[src/rtl/esd_pkg.sv]
package esd_pkg;
  localparam int unsigned SYNC_STAGES = 2;
  typedef enum logic {LVL_LOW = 1'b0, LVL_HIGH = 1'b1} lvl_e;
endpackage

[src/rtl/esd_sync.sv]
module esd_sync #(
  parameter int unsigned STAGES = esd_pkg::SYNC_STAGES
) (
  input  logic clk_i,
  input  logic rst_ni,
  input  logic d_i,
  input  logic rst_val_i,
  output logic q_o
);
  logic [STAGES-1:0] ff_q;
  always_ff @(posedge clk_i or negedge rst_ni) begin
    if (!rst_ni) ff_q <= '0;
    else         ff_q <= {ff_q[STAGES-2:0], d_i ^ rst_val_i};
  end
  assign q_o = ff_q[STAGES-1] ^ rst_val_i;
endmodule

[src/rtl/esd_zero_map.sv]
module esd_zero_map #(
  parameter int unsigned N_CH = 8,
  localparam int unsigned N_PAIR = N_CH / 2
) (
  input  logic [N_CH-1:0]   cnt_zero_i,
  input  logic [N_PAIR-1:0] concat_i,
  output logic [N_CH-1:0]   zero_o
);
  for (genvar k = 0; k < N_PAIR; k++) begin : g_pair
    logic both;
    assign both = cnt_zero_i[2*k] & cnt_zero_i[2*k+1];
    assign zero_o[2*k]   = concat_i[k] ? both : cnt_zero_i[2*k];
    assign zero_o[2*k+1] = concat_i[k] ? both : cnt_zero_i[2*k+1];
  end
endmodule

[src/rtl/esd_hold.sv]
module esd_hold #(
  parameter int unsigned N_CH = 8
) (
  input  logic            clk_i,
  input  logic            rst_ni,
  input  logic            en_i,
  input  logic            trig_i,
  input  logic            in_act_i,
  input  logic            restart_i,
  input  logic            lowpwr_i,
  input  logic            clr_i,
  input  logic [N_CH-1:0] zero_i,
  output logic [N_CH-1:0] hold_o,
  output logic            flag_o
);
  logic [N_CH-1:0] hold_q;
  logic            arm_q;
  logic            flag_q;
  logic [N_CH-1:0] rel;

  assign rel = {N_CH{arm_q & ~lowpwr_i}} & zero_i;

  always_ff @(posedge clk_i or negedge rst_ni) begin
    if (!rst_ni) begin
      hold_q <= '0;
      arm_q  <= 1'b0;
    end else if (!en_i) begin
      hold_q <= '0;
      arm_q  <= 1'b0;
    end else if (trig_i) begin
      hold_q <= '1;
      arm_q  <= 1'b0;
    end else begin
      hold_q <= hold_q & ~rel;
      if (restart_i && !in_act_i && (hold_q != '0)) arm_q <= 1'b1;
      else if (hold_q == '0)                        arm_q <= 1'b0;
    end
  end

  // entry wins over clear
  always_ff @(posedge clk_i or negedge rst_ni) begin
    if (!rst_ni)                                 flag_q <= 1'b0;
    else if (en_i && trig_i && hold_q == '0)     flag_q <= 1'b1;
    else if (clr_i)                              flag_q <= 1'b0;
  end

  assign hold_o = hold_q;
  assign flag_o = flag_q;
endmodule

[src/rtl/esd_ctrl.sv]
module esd_ctrl #(
  parameter int unsigned N_CH = 8,
  localparam int unsigned N_PAIR = N_CH / 2
) (
  input  logic              clk_i,
  input  logic              rst_ni,
  input  logic              sd_en_i,
  input  logic              sd_pol_i,
  input  logic              sd_lvl_i,
  input  logic              sd_pin_i,
  input  logic              restart_i,
  input  logic              sd_clr_i,
  input  logic              lowpwr_i,
  input  logic [N_CH-1:0]   ch_en_i,
  input  logic [N_PAIR-1:0] concat_i,
  input  logic [N_CH-1:0]   cnt_zero_i,
  input  logic [N_CH-1:0]   pwm_i,
  output logic [N_CH-1:0]   pwm_o,
  output logic              sd_active_o,
  output logic              sd_flag_o
);
  logic            pin_s;
  logic            in_act;
  logic            trig;
  logic [N_CH-1:0] zero_grp;
  logic [N_CH-1:0] hold;
  logic [N_CH-1:0] force_m;

  esd_sync #(.STAGES(esd_pkg::SYNC_STAGES)) u_sync (
    .clk_i(clk_i), .rst_ni(rst_ni), .d_i(sd_pin_i),
    .rst_val_i(~sd_pol_i), .q_o(pin_s)
  );

  assign in_act = (pin_s == sd_pol_i);
  // pin is a shutdown input only while the top channel is not a PWM output
  assign trig   = sd_en_i & ~ch_en_i[N_CH-1] & in_act;

  esd_zero_map #(.N_CH(N_CH)) u_zero (
    .cnt_zero_i(cnt_zero_i), .concat_i(concat_i), .zero_o(zero_grp)
  );

  esd_hold #(.N_CH(N_CH)) u_hold (
    .clk_i(clk_i), .rst_ni(rst_ni), .en_i(sd_en_i), .trig_i(trig),
    .in_act_i(in_act), .restart_i(restart_i), .lowpwr_i(lowpwr_i),
    .clr_i(sd_clr_i), .zero_i(zero_grp), .hold_o(hold), .flag_o(sd_flag_o)
  );

  assign force_m     = hold & ch_en_i;
  assign pwm_o       = (pwm_i & ~force_m) | ({N_CH{sd_lvl_i}} & force_m);
  assign sd_active_o = |hold;
endmodule

[config.mk]
export PLATFORM = sky130hd
export DESIGN_NAME = esd_ctrl
export DESIGN_NICKNAME = d
export VERILOG_FILES = /design/src/rtl/esd_pkg.sv /design/src/rtl/esd_sync.sv /design/src/rtl/esd_zero_map.sv /design/src/rtl/esd_hold.sv /design/src/rtl/esd_ctrl.sv
export SDC_FILE = /design/constraint.sdc
export NUM_CORES = 1
export LEC_CHECK = 0
export BUFFER_PORTS_ARGS = -buffer_cell sky130_fd_sc_hd__buf_4
export CORE_MARGIN = 2
export CORE_UTILIZATION = 45
export DETAILED_ROUTE_END_ITERATION = 8
export PLACE_DENSITY = 0.83
export RECOVER_POWER = 100
export SETUP_SLACK_MARGIN = 0.1
export SKIP_CTS_REPAIR_TIMING = 1
export SYNTH_ARGS = -nofsm -noshare
export SYNTH_HDL_FRONTEND = slang
export SYNTH_HIERARCHICAL = 1
export SYNTH_SLANG_ARGS = --single-unit
[constraint.sdc]
create_clock -name clk_i -period 3.9 [get_ports clk_i]
set_input_delay 0.39 -clock clk_i [delete_from_list [all_inputs] [get_ports clk_i]]
set_output_delay 0.39 -clock clk_i [all_outputs]
set_load 0.02 [all_outputs]
==> metrics.md <==
| Metric | Value |
|---|---|
| CTS tree | `done` |
| Gr ovfl total | `0` |
| R2R Path End | `u_hold/arm_q$_DFFE_PN0P_` |
| Most frequent cells in the layout | `buf_4, clkbuf_1, dfrtp_1, inv_1, nand2_1` |
| Startpoint types | `flop` |
| Setup crit end | `pwm_o[5]` |
| 1st-iter DRT viols | `4` |
| First-pass GRT wire length | `3220 um` |
| Final Skew | `approximately 0.00035 ns` |
| Layout Nets | `between 150 and 200` |
| Critical Path Start | `u_hold/hold_o[5]$_DFF_PN0_` |
| Leakage power | `0.550 nW` |
| Initial antenna violation count | `0` |
| Max-cap viol count | `0` |
| Total wire length | `between 1500 and 2000 um` |
| Syn Std Cell Area | `about 760 sq um` |
| Internal Pwr Total | `~250 uW` |
| Sw frac | `between 20% and 30%` |
| Row count | `14` |
| Net Switching | `101 uW` |
| Core footprint | `0.00154 sq mm` |
| Critical Path AT | `between 1 and 1.5 ns` |
| Clk pwr share | `between 20 and 30%` |
| Setup violation total in the final timing report | `0` |
| Reg-to-Reg Start | `u_sync/ff_q[1]$_DFF_PN0_` |
| Flop2flop setup slack | `2.43 ns` |
| Commonest non-fill, non-tap cell in the layout | `buf_4` |
| Final ANT Viol Nets | `0` |
| Leading area contributor after synthesis | `dfrtp_1` |
| Pwr/cell area | `a little over 300 mW/mm^2` |
| Clk_lat worst skew | `0.27 ns` |
| Number of global-route vias before repair | `730` |
| Area Growth Syn to Fin | `45.8%` |
| Post-synthesis sequential area ratio | `39.3%` |
| Top-area cell type share of the netlist area | `between 30% and 40%` |
| Fmax | `about 600 MHz` |
| Ys Warns | `6` |
| Setup Crit Path Kind | `flop to output pin` |
| Clk root buf | `clkbuf_4` |
| Worst Setup End Kind | `output pin` |
| Gr usage total | `21.6%` |
| Fin Setup TNS | `0 ns` |
| Slew Viols, Final | `0` |
| WL per Instance | `~13 um` |
| Post-route DRC | `0` |
| Initial core utilization | `between 40% and 50%` |
| Avg Inst Size Synth | `about 9.6 sq um` |
| Synth Instances | `80` |
| Die Y | `roughly 45 um` |
| Combinational power share | `30.4%` |
| Worst-Margin Slew | `just over 0.6 ns` |
| Clock buffer count from CTS | `3` |
| Ratio of final minimum period to clock period | `42.9%` |
| Status | `complete, no violations` |
| Top Ports | `between 40 and 50` |
| Post-route design area | `roughly 0.0011 sq mm` |
| Worst VDD drop | `about 0.23 mV` |
| Detailed Place HPWL | `between 1500 and 2000 um` |
| Hold crit path type | `input port to flop` |
| Part of the power in registers | `a little over two fifths` |
| Clk sink count | `12` |
| Post-Syn Nets | `approximately 120` |
| Clock transition at the registers of the reported paths | `0.07 ns` |
| Antenna Cells | `0` |
| Avg Vias per Cell | `just over 5` |
| Slew headroom | `about 58%` |
| 1st-pass router iterations | `4` |
| Horiz. Die Dim | `~45 um` |
| Netlist cell types | `21` |
| GPL Wtd Cong | `about 0.73` |
| Power, Total | `approximately 350 uW` |
| RSZ-0062 raised after global routing | `no` |
| Required @ worst endpoint | `between 3 and 4 ns` |
| Synth top area cells | `dfrtp_1, mux2_2, o21a_1` |
| Vias | `about 750` |
| Layout cells sized above 1 | `between 40 and 50%` |
| Total die area | `0.00204 sq mm` |
| DP Area | `between 0.001 and 0.0015 sq mm` |
| Hold Fails Final Rpt | `0` |
| Final min period | `~1.7 ns` |
| I/O Buffers | `46` |
| Maximum buffer depth of the clock tree | `2` |
| Worst Hold Path Cells | `2` |
| H-tree levels | `1` |
| Worst Path Max Fanout | `4` |
| Worst R2R Path Depth | `4` |
| #FFs+latches synth | `12` |
| Largest net degree at the start of global routing | `13` |
-- stage by stage --
| step | hold WS [ns] | std cells | worst slack, ns | utilization [%] |
|---|---|---|---|---|
| detailed placement | 0.234 | 140 | 2.19 | 72.6 |
| CTS | -0.0641 | 144 | 2.21 | 75.0 |
| global placement | 0.232 | 140 | 2.33 | 72.6 |
| global route | 0.265 | 145 | 2.08 | 72.3 |
| floorplan | 0.0944 | 80 | 2.49 | - |
| finish | 0.290 | 145 | 2.23 | 72.3 |
-- layer usage --
| layer | GRT usage [%] | part of all wire [%] |
|---|---|---|
| met1 | 27.9 | 41 |
| met2 | 37.4 | 51 |
| met3 | 2.40 | 7.1 |
| met4 | 7.06 | 0.21 |
| met5 | 0 | 0 |
-- state kept, by name, summed over array words and instances, names as in the netlist --
name	count
u_hold/flag_o	1
u_hold/hold_o	8
u_hold/arm_q	1
u_sync/ff_q	2
-- synth_stat cells --
master     instances
a21oi_1            7
o21ai_1            1
a21boi_1           3
inv_2              1
nor4_1             2
buf_2              2
and2b_4            1
a21oi_2            2
nand2_1            9
a21boi_0           4
a2111oi_2          1
xnor2_1            1
nand4_1            1
dfrtp_1           12
and3b_1            1
a21boi_2           1
mux2_2             8
o21a_1             8
xor2_1             2
nor4_2             2
inv_1             11
-- how the worst min path moves through the flow --
stage                         from                    endpoint  slack, ns
after floorplan             rst_ni    u_hold/arm_q$_DFFE_PN0P_       0.09
after global placement      rst_ni  u_hold/hold_o[4]$_DFF_PN0_       0.23
after detailed placement    rst_ni  u_hold/hold_o[5]$_DFF_PN0_       0.23
after CTS                   rst_ni  u_hold/hold_o[5]$_DFF_PN0_      -0.06
after global routing      sd_pin_i    u_sync/ff_q[0]$_DFF_PN0_       0.26
final                     sd_pin_i    u_sync/ff_q[0]$_DFF_PN0_       0.29
-- power by group through the flow --
stage / clock network [mW] / logic, mW / registers [mW]
2_1_floorplan: 0 / 0.0622 / 0.146
3_3_place_gp: 0 / 0.114 / 0.147
3_5_place_dp: 0 / 0.117 / 0.147
4_1_cts: 0.101 / 0.118 / 0.145
5_1_grt: 0.108 / 0.116 / 0.147
6_report: 0.0967 / 0.105 / 0.145
-- area by class of cell --
type / instances / area [sq um]
Clock buffer: 4 / 36.3
Sequential cell: 12 / 300
Inverter: 12 / 45.0
Tap cell: 16 / 20.0
Multi-Input combinational cell: 54 / 403
Fill cell: 150 / 427
Timing Repair Buffer: 47 / 310
-- kinds of logic after synthesis --
family	Yosys count	synth area share, %
and+or+nand+nor	16	12.6
DFF	12	39.3
buffers and inverters	14	7.20
muxes	8	11.8
xor gates and xnor gates	3	3.44
AOI/OAI and AO/OA	27	25.7
-- worst max-delay path: stages (launching register included) --
cell	delay (ns)
dfrtp_1	0.43
nand2_1	0.09
mux2_2	0.32
clkbuf_1	0.17
(Power assumes the default switching activity.)
